File: src/rtl/tw_pkg.sv
package tw_pkg;
  typedef enum logic [3:0] {
    S_IDLE,
    S_CTRL,
    S_CTRL_ACK,
    S_ADDR,
    S_ADDR_ACK,
    S_WDATA,
    S_DATA_ACK,
    S_RDATA,
    S_RACK,
    S_IGNORE
  } tw_state_e;

  localparam int BYTE_W = 8;
endpackage

File: src/rtl/tw_bus_edge.sv
module tw_bus_edge (
  input  logic clk,
  input  logic rst_n,
  input  logic scl_i,
  input  logic sda_i,
  output logic start_o,
  output logic stop_o,
  output logic rise_o,
  output logic fall_o
);
  logic scl_q, sda_q;

  always_ff @(posedge clk or negedge rst_n) begin
    if (!rst_n) begin
      scl_q <= 1'b1;
      sda_q <= 1'b1;
    end else begin
      scl_q <= scl_i;
      sda_q <= sda_i;
    end
  end

  always_comb begin
    start_o = scl_q & scl_i & sda_q & ~sda_i;
    stop_o  = scl_q & scl_i & ~sda_q & sda_i;
    rise_o  = ~scl_q & scl_i;
    fall_o  = scl_q & ~scl_i;
  end
endmodule

File: src/rtl/tw_addr_ptr.sv
module tw_addr_ptr #(
  parameter int PTR_W = 8
) (
  input  logic             clk,
  input  logic             rst_n,
  input  logic             load_i,
  input  logic [PTR_W-1:0] load_val_i,
  input  logic             inc_i,
  input  logic             blk_we_i,
  input  logic             blk_val_i,
  output logic [PTR_W:0]   addr_o
);
  logic [PTR_W-1:0] ptr_q, ptr_d;
  logic             blk_q, blk_d;

  always_comb begin
    ptr_d = ptr_q;
    if (load_i)     ptr_d = load_val_i;
    else if (inc_i) ptr_d = ptr_q + {{(PTR_W-1){1'b0}}, 1'b1};
    blk_d = blk_we_i ? blk_val_i : blk_q;
  end

  always_ff @(posedge clk or negedge rst_n) begin
    if (!rst_n) begin
      ptr_q <= '0;
      blk_q <= 1'b0;
    end else begin
      ptr_q <= ptr_d;
      blk_q <= blk_d;
    end
  end

  assign addr_o = {blk_q, ptr_q};

  AST_PTR_WRAP: assert property (@(posedge clk) disable iff (!rst_n)
    (inc_i && !load_i && !blk_we_i && ptr_q == {PTR_W{1'b1}}) |=> (ptr_q == '0 && $stable(blk_q)));
endmodule

File: src/rtl/tw_eeprom_slave.sv
module tw_eeprom_slave #(
  parameter int         PTR_W     = 8,
  parameter bit         TWO_BLOCK = 1'b1,
  parameter logic [3:0] DEV_CODE  = 4'b1010
) (
  input  logic           clk,
  input  logic           rst_n,
  input  logic           scl_i,
  input  logic           sda_i,
  output logic           sda_oe,
  input  logic [2:0]     strap_i,
  input  logic           prog_busy_i,
  output logic [PTR_W:0] mem_addr_o,
  input  logic [7:0]     mem_rdata_i,
  output logic           wr_valid_o,
  output logic [7:0]     wr_data_o,
  output logic           wr_end_o
);
  import tw_pkg::*;

  localparam logic [2:0] CS_MASK = TWO_BLOCK ? 3'b110 : 3'b111;
  localparam logic [3:0] LAST_BIT = 4'(BYTE_W);

  logic start_c, stop_c, rise_c, fall_c;
  tw_state_e st_q, st_d;
  logic [3:0] bit_q, bit_d;
  logic [7:0] sh_q, sh_d;
  logic rw_q, rw_d, mack_q, mack_d, wrote_q, wrote_d;
  logic ptr_load, ptr_inc, blk_we, wr_valid, wr_end;
  logic rx_state, rx_done, ctrl_hit, blk_sel;

  tw_bus_edge u_edge (
    .clk(clk), .rst_n(rst_n), .scl_i(scl_i), .sda_i(sda_i),
    .start_o(start_c), .stop_o(stop_c), .rise_o(rise_c), .fall_o(fall_c)
  );

  tw_addr_ptr #(.PTR_W(PTR_W)) u_ptr (
    .clk(clk), .rst_n(rst_n),
    .load_i(ptr_load), .load_val_i(sh_q[PTR_W-1:0]), .inc_i(ptr_inc),
    .blk_we_i(blk_we), .blk_val_i(blk_sel), .addr_o(mem_addr_o)
  );

  assign rx_state = (st_q == S_CTRL) || (st_q == S_ADDR) || (st_q == S_WDATA);
  assign rx_done  = rx_state && fall_c && (bit_q == LAST_BIT);
  assign ctrl_hit = (sh_q[7:4] == DEV_CODE) && (((sh_q[3:1] ^ strap_i) & CS_MASK) == 3'b000);
  assign blk_sel  = sh_q[1] & TWO_BLOCK;

  always_comb begin
    st_d = st_q; bit_d = bit_q; sh_d = sh_q;
    rw_d = rw_q; mack_d = mack_q; wrote_d = wrote_q;
    ptr_load = 1'b0; ptr_inc = 1'b0; blk_we = 1'b0;
    wr_valid = 1'b0; wr_end = 1'b0;
    if (stop_c) begin
      st_d = S_IDLE;
      wr_end = wrote_q;
      wrote_d = 1'b0;
    end else if (start_c) begin
      st_d = S_CTRL;
      bit_d = 4'd0;
    end else begin
      case (st_q)
        S_CTRL, S_ADDR, S_WDATA: begin
          if (rise_c && bit_q != LAST_BIT) begin
            sh_d  = {sh_q[6:0], sda_i};
            bit_d = bit_q + 4'd1;
          end else if (rx_done) begin
            bit_d = 4'd0;
            if (prog_busy_i) st_d = S_IGNORE;
            else if (st_q == S_CTRL) begin
              if (ctrl_hit) begin
                st_d = S_CTRL_ACK;
                rw_d = sh_q[0];
                blk_we = 1'b1;
              end else st_d = S_IGNORE;
            end else if (st_q == S_ADDR) begin
              st_d = S_ADDR_ACK;
              ptr_load = 1'b1;
            end else begin
              st_d = S_DATA_ACK;
              wr_valid = 1'b1;
              ptr_inc = 1'b1;
              wrote_d = 1'b1;
            end
          end
        end
        S_CTRL_ACK: if (fall_c) begin
          if (rw_q) begin
            sh_d = mem_rdata_i;
            ptr_inc = 1'b1;
            st_d = S_RDATA;
          end else st_d = S_ADDR;
        end
        S_ADDR_ACK, S_DATA_ACK: if (fall_c) st_d = S_WDATA;
        S_RDATA: if (fall_c) begin
          if (bit_q == LAST_BIT - 4'd1) begin
            bit_d = 4'd0;
            st_d = S_RACK;
          end else begin
            sh_d = {sh_q[6:0], 1'b0};
            bit_d = bit_q + 4'd1;
          end
        end
        S_RACK: begin
          if (rise_c) mack_d = ~sda_i;
          else if (fall_c) begin
            if (mack_q) begin
              sh_d = mem_rdata_i;
              ptr_inc = 1'b1;
              st_d = S_RDATA;
            end else st_d = S_IGNORE;
          end
        end
        default: ;
      endcase
    end
  end

  always_ff @(posedge clk or negedge rst_n) begin
    if (!rst_n) begin
      st_q <= S_IDLE; bit_q <= 4'd0; sh_q <= 8'h00;
      rw_q <= 1'b0; mack_q <= 1'b0; wrote_q <= 1'b0;
    end else begin
      st_q <= st_d; bit_q <= bit_d; sh_q <= sh_d;
      rw_q <= rw_d; mack_q <= mack_d; wrote_q <= wrote_d;
    end
  end

  assign sda_oe = (st_q == S_CTRL_ACK) || (st_q == S_ADDR_ACK) || (st_q == S_DATA_ACK) ||
                  ((st_q == S_RDATA) && !sh_q[7]);
  assign wr_valid_o = wr_valid;
  assign wr_data_o  = sh_q;
  assign wr_end_o   = wr_end;

  AST_STOP_RELEASE: assert property (@(posedge clk) disable iff (!rst_n)
    stop_c |=> (st_q == S_IDLE && !sda_oe));
  AST_OE_SCL_LOW: assert property (@(posedge clk) disable iff (!rst_n)
    (!$stable(sda_oe) && !$past(start_c) && !$past(stop_c)) |-> !scl_i);
  AST_BUSY_SILENT: assert property (@(posedge clk) disable iff (!rst_n)
    (rx_done && prog_busy_i && !start_c && !stop_c) |=> !sda_oe);
  AST_MISMATCH_SILENT: assert property (@(posedge clk) disable iff (!rst_n)
    (rx_done && st_q == S_CTRL && !ctrl_hit && !start_c && !stop_c) |=> (!sda_oe && st_q == S_IGNORE));
  AST_WR_PULSE: assert property (@(posedge clk) disable iff (!rst_n)
    wr_valid_o |=> !wr_valid_o);
  AST_NACK_RELEASE: assert property (@(posedge clk) disable iff (!rst_n)
    (st_q == S_RACK && fall_c && !mack_q && !start_c && !stop_c) |=> !sda_oe);
endmodule

File: config.mk
export PLATFORM = sky130hd
export DESIGN_NAME = tw_eeprom_slave
export DESIGN_NICKNAME = d
export VERILOG_FILES = /design/src/rtl/tw_pkg.sv /design/src/rtl/tw_bus_edge.sv /design/src/rtl/tw_addr_ptr.sv /design/src/rtl/tw_eeprom_slave.sv
export SDC_FILE = /design/constraint.sdc
export NUM_CORES = 1
export LEC_CHECK = 0
export CAP_MARGIN = 20
export CORE_UTILIZATION = 48
export DETAILED_ROUTE_END_ITERATION = 7
export MAX_ROUTING_LAYER = met4
export PLACE_DENSITY = 0.84
export SYNTH_ARGS = -nofsm -noshare
export SYNTH_HDL_FRONTEND = slang
export SYNTH_SLANG_ARGS = --single-unit
File: constraint.sdc
create_clock -name clk -period 1.9 [get_ports clk]
set_clock_uncertainty 0.2 [all_clocks]
set_input_delay 0.57 -clock clk [delete_from_list [all_inputs] [get_ports clk]]
set_output_delay 0.57 -clock clk [all_outputs]
set_load 0.005 [all_outputs]
* After elaboration in Yosys (flattened, before gate mapping)
Cells that the tools add are included.
W data, S select, Z words.
** Cells by class
- Equal/unequal tests :: 35
- Multiplexer cells :: 75
- Bitwise logic cells :: 16
- Add/subtract/negate cells :: 2
- Reductions and logical operators :: 26
** Operator list (count)
- $mux W8 :: 10
- $mux W4 :: 19
- $mux W1 :: 40
- $ne A4 B4 Y1 const B :: 10
- $pmux W8 S4 :: 1
- $ne A2 B2 Y1 const B :: 11
- $eq A4 B3 Y1 const B :: 5
- $pmux W4 S5 :: 1
- $eq A4 B4 Y1 const B :: 3
- $reduce_and A11 Y1 :: 1
- $reduce_and A9 Y1 :: 1
- $add A8 B1 Y8 const B :: 1
- $eq A4 B2 Y1 const B :: 2
- $not A1 Y1 :: 8
- $pmux W4 S2 :: 1
- $reduce_and A4 Y1 :: 2
- $reduce_and A8 Y1 :: 1
- $and A1 B1 Y1 :: 7
- $reduce_and A7 Y1 :: 1
- $reduce_bool A7 Y1 :: 1
- $reduce_bool A2 Y1 :: 3
- $logic_and A1 B1 Y1 :: 5
- $logic_or A1 B1 Y1 :: 5
- $add A4 B1 Y4 const B :: 1
- 13 further kinds :: 14
** Word-level totals
- Output and inout port bits :: 20
- Word-level logic and storage cells :: 164
- Bits in registers :: 30
- Input bits :: 16

* Depth between registers and ports, before layout
Gate-level depths: netlist of the first run.
- Word-level depth :: 12
- Gate-level depth with buffers :: 8
- Mapped depth without buffers :: 7

* Hierarchy
From an unflattened synthesis of the first run, not the netlist that was laid out.
** Unflattened totals
- Cells, all modules :: 216
- Area total of the unflattened synthesis :: 2059.5 µm²
** Modules (own cells, without submodules)
- tw_eeprom_slave :: sequential area each 475.5 µm², area each 1477.7 µm², cells each 158, instances 1
- tw_addr_ptr :: sequential area each 225.2 µm², area each 494.2 µm², cells each 52, instances 1
- tw_bus_edge :: sequential area each 52.6 µm², area each 87.6 µm², cells each 6, instances 1

* Least setup slack after synthesis of the first run
Ideal clock, no wire load.
- Kind :: reg-to-reg
- Start :: reg bit_q[0]
- End :: reg u_ptr.ptr_q[4]
- Data required time :: 1624 ps
- Period minus slack after synthesis :: 2065 ps
- Arrival time :: 1789 ps
- Stages on the path, launching flop included :: 8
- Setup slack :: -165 ps
- Buffers on the path :: 0
- Setup time :: 76 ps
- Cell sequence :: dfrtp_1 inv_1 ha_1 and3b_1 nand4_4 o31ai_4 mux2_2 o21ai_1
** Between the ends
- Word-level cells in the longest chain between the ends :: 8
- Elaborated cells on any way between the ends :: 16
- Classes of those cells :: eq/ne (2); mux (11); reduce/logical (3)
** Ends and longest elaborated chain
- start: declaration :: RTL line tw_eeprom_slave.sv:26 : logic [3:0] bit_q, bit_d;
- start signal: assignment :: RTL line tw_eeprom_slave.sv:120 : st_q <= S_IDLE; bit_q <= 4'd0; sh_q <= 8'h00;
- start signal: assignment :: RTL line tw_eeprom_slave.sv:123 : st_q <= st_d; bit_q <= bit_d; sh_q <= sh_d;
- $eq A4 B4 Y1 :: RTL line tw_eeprom_slave.sv:44 : assign rx_done = rx_state && fall_c && (bit_q == LAST_BIT);
- $logic_and A1 B1 Y1 :: RTL line tw_eeprom_slave.sv:44
- $mux W1 :: RTL line tw_eeprom_slave.sv:66 : end else if (rx_done) begin
- $mux W1 :: RTL line tw_eeprom_slave.sv:63 : if (rise_c && bit_q != LAST_BIT) begin
- $pmux W1 S3 / $mux W1 (equally long branches) :: RTL line tw_eeprom_slave.sv:61 : case (st_q)
- $mux W1 :: RTL line tw_eeprom_slave.sv:57 : end else if (start_c) begin
- $mux W1 :: RTL line tw_eeprom_slave.sv:53 : if (stop_c) begin
- $reduce_bool A2 Y1 (no line) / $mux W8 (equally long branches)
- end signal: assignment :: RTL line tw_addr_ptr.sv:28 : ptr_q <= ptr_d;
- end: declaration :: RTL line tw_addr_ptr.sv:13 : logic [PTR_W-1:0] ptr_q, ptr_d;
Parallel ways exist; a longest one is shown, timed or not.
A chain may end at the register's enable or synchronous reset.

* Worst setup path after layout of the first run
- Start :: reg bit_q[0]
- End :: out wr_valid_o
** Between the ends
- Word-level cells in the longest chain between the ends :: 7
- Elaborated cells on any way between the ends :: 9
- Classes of those cells :: eq/ne (2); mux (5); reduce/logical (2)
** Ends and longest elaborated chain
- $eq A4 B4 Y1 :: RTL line tw_eeprom_slave.sv:44
- $logic_and A1 B1 Y1 :: RTL line tw_eeprom_slave.sv:44
- $mux W1 :: RTL line tw_eeprom_slave.sv:66
- $mux W1 (*) :: RTL line tw_eeprom_slave.sv:63
- $mux W1 (*) :: RTL line tw_eeprom_slave.sv:61
- $mux W1 (*) :: RTL line tw_eeprom_slave.sv:57
- $mux W1 (*) :: RTL line tw_eeprom_slave.sv:53
- end: declaration :: RTL line tw_eeprom_slave.sv:15 : output logic wr_valid_o,
Mark *: on every way between the ends. The rest lies on a longest branch, timed or not.

==> results summary, run 1 <==
The run finished, with violations left. The final reports fail on negative setup slack. Summing all flip-flop and latch instances after layout gives 756 um^2. The mean routed wirelength per cell is 26.0 um. The first-pass GRT wire length is ~14 mm. The global-route congestion overflow total is 0. The number of synthesis warnings came out at 0.

The kind of end point of the critical path is a primary output. The net count of the mapped netlist is between 200 and 300. The time the worst path needs with I/O delays and setup is 2.48 ns. The number of primary I/O pins is 36. The end-of-flow core utilization came out at 88.1%.

The total power per unit cell area came out at 1430 nW/um^2. After filler insertion, the fill cell instance count of the layout stands at 174. Detailed placement finished with a half-perimeter wire length of 4.49 mm. The area growth from synthesis to layout is 76.3%. The final layout net count came out at between 300 and 400. The total area of multi-input combinational cells is 1690 um^2. TritonCTS built the clock tree. The number of nets with antenna violations after routing came out at 0.

The clock tree buffer depth is 2. The final count of pins violating max slew was 0. The longest individual stage delay on the worst path is around 0.43 ns.

The final setup violation count came out at 31. The synthesized netlist occupies a cell area of 2190 um^2. The worst setup path is of the flop to primary output kind. Static timing analysis puts the maximum clock frequency at 404 MHz. Traced cell by cell, the critical path runs through inv_2, ha_4, and3b_2, nand4_4, nor3_4, buf_2. The number of diodes came out at 0. The number of design rule violations left after detail routing came out at 0. Adding up every negative setup slack in the final design gives -10.13 ns. The actual slew at the worst max-slew pin came out at 0.357 ns.

Dividing the synthesized area by the synthesized cell count gives 9.40 um^2. Entering global routing, the biggest net connects 31 pins. The clock latency reported for the late side of the worst-skew pair is 0.32 ns. The number of iterations in the first detailed-routing pass came out at 7. The headroom to the max-slew limit came out at 75.9%. The data required time at the worst endpoint came out at 1.13 ns. The floorplan has 24 rows.

The overall power is 5.53 mW. Among all flip-flop cells after synthesis, the most frequent one is sky130_fd_sc_hd__dfrtp_1. IR analysis of the VDD net gives a maximum drop of 886 uV. The arrival time of the worst setup path is 1.71 ns. The width of the die is between 60 and 70 um. The die covers between 4000 and 5000 um^2. Setup repair after global routing could not meet its margin everywhere. The final RePlAce weighted congestion came out at ~0.9. The root buffer cell is sky130_fd_sc_hd__clkbuf_8. The core box area is 4380 um^2. The post-synthesis cell type count is 64.

The worst path buffer plus inverter count came out at 2. The die is 69.5 um tall. The library cells used most frequently in the layout, excluding fill and tap cells, are 74 x sky130_fd_sc_hd__buf_4, 26 x sky130_fd_sc_hd__dfrtp_1, 24 x sky130_fd_sc_hd__buf_6, 19 x sky130_fd_sc_hd__dlygate4sd2_1, 14 x sky130_fd_sc_hd__inv_1. The instance count of the mapped netlist is 233. The minimum hold slack came out at 0.323 ns.

The fraction of the yosys area taken by sequential cells is between 30% and 40%. The number of maximum-capacitance constraint violations is 0. The clock transition at the registers of the reported paths came out at ~0.080 ns. The worst setup slack for register-to-register paths is -0.52 ns. The cell family contributing the most delay on the critical path is simple AND/OR/NAND/NOR gates. The reported leakage power came out at 1.76 nW. The total clock buffers created by CTS came out at 5. The count of buffers inserted at the top-level ports is 34. The via count of the first global-routing pass came out at 2739. The fraction of registers with async set or reset after synthesis came out at 100%. The final period utilization is 130%. The number of design-rule violations left by the first detailed-router iteration came out at 288. The number of enable-type register cells in the synthesized netlist came out at 0. The deepest level of the CTS H-tree came out at 2.

The initial cell density of the core came out at 49.9%. The cell with the biggest individual delay on the critical path is sky130_fd_sc_hd__dfrtp_1. Leaving out fill and tap cells, the most frequent cell in the layout is sky130_fd_sc_hd__buf_4. The sink count of the clock tree is 30. The detailed router placed around 2.8k vias in this run. The startpoint kind of the worst setup timing path is a flop. The final critical-path setup slack came out at -0.576 ns. The total routing resource utilization after global routing is 39.7%.

The ratio of routed vias to standard cells came out at 6.77. The flip-flop and latch count after synthesis is 30. The number of endpoints with negative hold slack in the final report came out at 0. The final wirelength is 10.8 mm. The worst hold path belongs to the class input port to flop. The number of antenna violations at the first check in global routing is 0.

The fraction of final layout cells with drive strength greater than 1 is 55.5%. In this run the worst path has a maximum fanout of 3.
cell usage after synthesis, drive strengths merged, types with 3 or more instances:
library cell   n  share of area, %
clkbuf         4              0.74
inv           15               2.6
a22oi          4               1.4
nand2b         7               2.0
nor2b          4               1.1
ha             3               1.7
a21oi          5               1.1
dfrtp         28                32
nor3           6               1.4
nor2          13               2.2
o21ai         18               4.1
nand3          9               2.1
mux2i          7               3.2
and3           3              0.86
buf           11               3.9
o22ai          3              0.86
nand2         17               2.9
and3b          3               1.2
a21boi         3               1.0
mux2          15               7.7
o31ai          5               2.3
power breakdown:
group	internal (mW)	total (mW)	switching (mW)
Clock	0.292	0.617	0.325
Combinational	2.00	3.90	1.90
Sequential	0.836	1.01	0.177
state kept, by name (all words and copies together) (netlist names):
signal        flops
wr_data_o         8
u_edge.sda_q      1
u_edge.scl_q      1
wrote_q           1
u_ptr.blk_q       1
st_q              4
mack_q            1
bit_q             4
u_ptr.ptr_q       8
rw_q              1
per-stage QoR:
stage | instance area [um^2] | cells | setup WS (ns)
2_1_floorplan | 2230 | 233 | -0.150
3_3_place_gp | 2930 | 357 | -0.923
3_5_place_dp | 2930 | 357 | -1.06
4_1_cts | 3490 | 403 | -0.469
5_1_grt | 3860 | 414 | -0.609
6_report | 3860 | 414 | -0.576
cell families after synthesis:
group / Yosys count / share of synthesized area [%]
buffers and inverters: 30 / 7.26
muxes: 22 / 10.9
adders and majority gates: 3 / 1.71
AOI/OAI and AO/OA: 66 / 22.9
and+or+nand+nor: 80 / 22.0
xor gates and xnor gates: 2 / 0.800
DFF: 30 / 34.4
metal layers:
| layer | up-vias | global-route usage (%) | part of all wire, % |
|---|---|---|---|
| met1 | 1337 | 38.7 | 32 |
| met4 | 0 | 26.3 | 9.1 |
| li1 | 1123 | - | - |
| met3 | 107 | 9.01 | 8.3 |
| met2 | 234 | 69.9 | 50 |
| met5 | - | - | 0 |
cell type report:
class	count	share of cell area [%]
sequential	30	19.6
clock inverter	2	0.324
timing repair buffer	136	31.1
inverter	15	1.46
clock buffer	6	2.14
tap	52	1.69
multi-input combinational	173	43.7
what timing repair did:
action,CTS,global route
buffers inserted,38,16
pin swaps,26,31
resized for setup,91,66
hold buffers,0,0
setup endpoints to repair,47,31
final timing paths:
path | start | depth (start not counted) | to
max in group asynchronous | rst_n | 2 | u_edge.sda_q
setup / recovery | bit_q[0] | 6 | wr_valid_o
hold reg to reg | u_ptr.blk_q | 2 | u_ptr.blk_q
hold / removal | scl_i | 2 | u_edge.scl_q
min in group asynchronous | rst_n | 2 | st_q[2]
setup reg to reg | bit_q[0] | 9 | u_ptr.ptr_q[6]
No activity file was read; power rests on OpenSTA's default activity.
==> run 2, diff against run 1 <==
SLEW_MARGIN = 30   (was unset)
==> results of run 2 <==
Final layout, timing and power as in run 1 (identical DEF).
==> run 3, diff against run 2 <==
CORE_MARGIN = 3   (was unset)
==> run 3 against run 2 <==
Against the previous run: the flow still finishes with violations (negative setup slack); global-route usage shrank 4.9 points; largest power group unchanged; critical path depth is the same; sequential share of layout area up 0.53 points.
==> results summary, run 3 (synthesis results as in run 1) <==
The via count of the first global-routing pass is 2666 (-2.7%). The cell family with the largest share of critical-path delay is buffers and inverters. The initial cell density of the core is 52.1% (+2.2 points). The HPWL after detailed placement came out at 4.69 mm (+4.3%). The hold-fix buffer count after cts came out at 0 (unchanged). The power spent charging and discharging nets is 2.43 mW (+1.1%). The combinational share of power is 69.7% (-0.8 points). The end-of-flow core utilization came out at 89.5% (+1.4 points). The reported leakage power came out at 1.69 nW (-3.8%). Traced cell by cell, the critical path runs through buf_4, buf_4, nor3b_4, buf_4, nor3_4, buf_2. From synthesis to final layout, the design area changed by 71.7%. The total via count in the routed design is 2790 (-0.39%). The fraction of final layout cells with drive strength greater than 1 came out at 53.7% (-1.8 points). The root buffer cell is sky130_fd_sc_hd__clkbuf_8. The longest individual stage delay on the worst path is 0.42 ns (about the same). The headroom to the max-slew limit is 75.6% (-0.36 points). The number of maximum-capacitance constraint violations came out at 0 (unchanged).

The width of the die came out at 73.5 um (+5.8%). The highest achievable clock rate came out at 422 MHz (+4.6%). The sum of negative setup slack is -8.23 ns (+1.89 ns). The ratio of routed vias to standard cells is 6.96 (+2.8%).

Leaving out fill and tap cells, the most frequent cell in the layout is sky130_fd_sc_hd__buf_4. The largest fanout on the critical path came out at 4 (+1). The final count of pins violating max slew is 0 (unchanged). The number of primary I/O pins is 36 (unchanged). Setup repair after global routing could not meet its margin everywhere. The switching share of total power is 43.1% (-0.35 points). The minimum hold slack is 0.318 ns (-0.00468 ns).

The critical path is of the flop to primary output type. The number of nets with antenna violations after routing came to 0 (unchanged). The deepest level of the CTS H-tree came out at 2 (unchanged). The library cells used most frequently in the layout, excluding fill and tap cells, are 67 x sky130_fd_sc_hd__buf_4, 26 x sky130_fd_sc_hd__dfrtp_1, 18 x sky130_fd_sc_hd__dlygate4sd2_1, 17 x sky130_fd_sc_hd__buf_6, 13 x sky130_fd_sc_hd__inv_1. The overall power came to 5.64 mW (+1.9%). The flow ran to the end, but the final reports show violations. The core box area came out at 4200 um^2 (-4.2%). The total power per unit cell area is 1500 nW/um^2 (+4.7%). The cell with the biggest individual delay on the critical path is sky130_fd_sc_hd__dfrtp_1. The worst hold-check path type is flop to flop. The number of endpoints with negative hold slack in the final report was 0 (unchanged). The final wirelength came to 11.2 mm (+3.9%). The number of iterations in the first detailed-routing pass came out at 6 (-1). The final period utilization was 125% (-5.7 points).

The final critical-path setup slack came out at -0.468 ns (+0.108 ns). The clock tree buffer depth is 2 (unchanged). The final reports fail on negative setup slack. Counting stages on the worst path, the most repeated cell is sky130_fd_sc_hd__buf_4.

The startpoint kind of the worst setup timing path is a flop. The mean routed wirelength per cell was 27.9 um (+7.3%). The worst path buffer plus inverter count is 4 (+2). The row count is 23 (-4.2%).

The number of design-rule violations left by the first detailed-router iteration is 357 (+24%). The final layout net count came to 368 (-3.2%). The final RePlAce weighted congestion came to 0.876 (-5.5%). The number of design rule violations left after detail routing is 0 (unchanged).

The internal portion of total power came out at 3.21 mW (+2.5%). TritonCTS built the clock tree. The clock transition at the registers of the reported paths came out at 0.08 ns (about the same). The final setup violation count was 30 (-3.2%).

The count of buffers inserted at the top-level ports is 34 (unchanged). The total clock buffers created by CTS came out at 5 (unchanged). The largest net degree at the start of global routing came out at 31 (unchanged). The clock share of power came out at 12.2% (+1.0 points). The first-pass GRT wire length is 13.6 mm (-3.6%).

The actual slew at the worst max-slew pin came out at 0.364 ns (+0.00640 ns). The total routing resource utilization after global routing came out at 34.8% (-4.9 points). The arrival time of the worst setup path is 1.60 ns (-0.11 ns). The sink count of the clock tree is 30 (unchanged). The global-route congestion overflow total is 0 (unchanged). The kind of end point of the critical path is a primary output. The data required time at the worst endpoint was 1.13 ns (about the same). The overall die area came out at 5410 um^2 (+12%).

The time the worst path needs with I/O delays and setup came out at 2.37 ns (-0.108 ns). The chip height came out at 73.5 um (+5.8%). The share of power burned in registers was 18.1% (-0.2 points). The largest vdd supply drop came to 968 uV (+9.3%). The number of antenna violations at the first check in global routing came out at 0 (unchanged). The clock latency reported for the late side of the worst-skew pair was 0.30 ns (-0.02 ns).
==> run 3: path summary, 6_finish.rpt <==
| kind | startpoint | end | slack, ns | cells after the start |
|---|---|---|---|---|
| max | st_q[2] | wr_valid_o | -0.47 | 6 |
| min | wrote_q | wrote_q | 0.32 | 1 |
| max reg2reg | bit_q[0] | u_ptr.ptr_q[2] | -0.42 | 9 |
| min reg2reg | wrote_q | wrote_q | 0.32 | 1 |
| max in group asynchronous | rst_n | u_edge.scl_q | 0.82 | 2 |
| min in group asynchronous | rst_n | st_q[3] | 0.42 | 2 |
==> run 3: what timing repair did <==
action / in CTS / in global routing
endpoints found under the hold margin: 0 / 0
pin swaps: 19 / 30
setup buffers: 22 / 14
endpoints found under the setup margin: 46 / 32
gates cloned: 3 / 0
gates resized for setup: 78 / 68
==> run 3: per-stage QoR <==
step | std cells | area (um^2) | setup slack [ns]
after floorplan | 233 | 2230 | -0.150
after global placement | 356 | 2950 | -0.932
after detailed placement | 356 | 2950 | -1.02
after CTS | 389 | 3430 | -0.475
after global routing | 400 | 3760 | -0.498
final | 401 | 3760 | -0.468
==> run 3: power by group through the flow <==
stage	sequential, mW	combinational, mW	clock (mW)
after floorplan	1.01	1.45	0
after CTS	0.973	3.12	0.660
final	1.02	3.93	0.689
after global placement	0.995	2.44	0
after detailed placement	1.01	2.52	0
after global routing	1.03	4.02	0.714
==> run 3: area by class of cell <==
cell class | count | area (um^2)
inverters | 15 | 56.3
multi-input cells | 173 | 1650
clock inverters | 3 | 40.0
flip-flops and latches | 30 | 756
well taps | 50 | 62.6
repair buffers | 124 | 1120
clock buffers | 5 | 68.8
diodes | 1 | 2.50
fillers | 156 | 442
==> run 3: metal layers <==
metal	GRT usage [%]	up-vias	wire length, um
met3	7.39	108	1140
met1	39.2	1325	3910
met2	56.1	264	5140
met5	-	-	0
li1	-	1093	-
met4	20.9	0	985
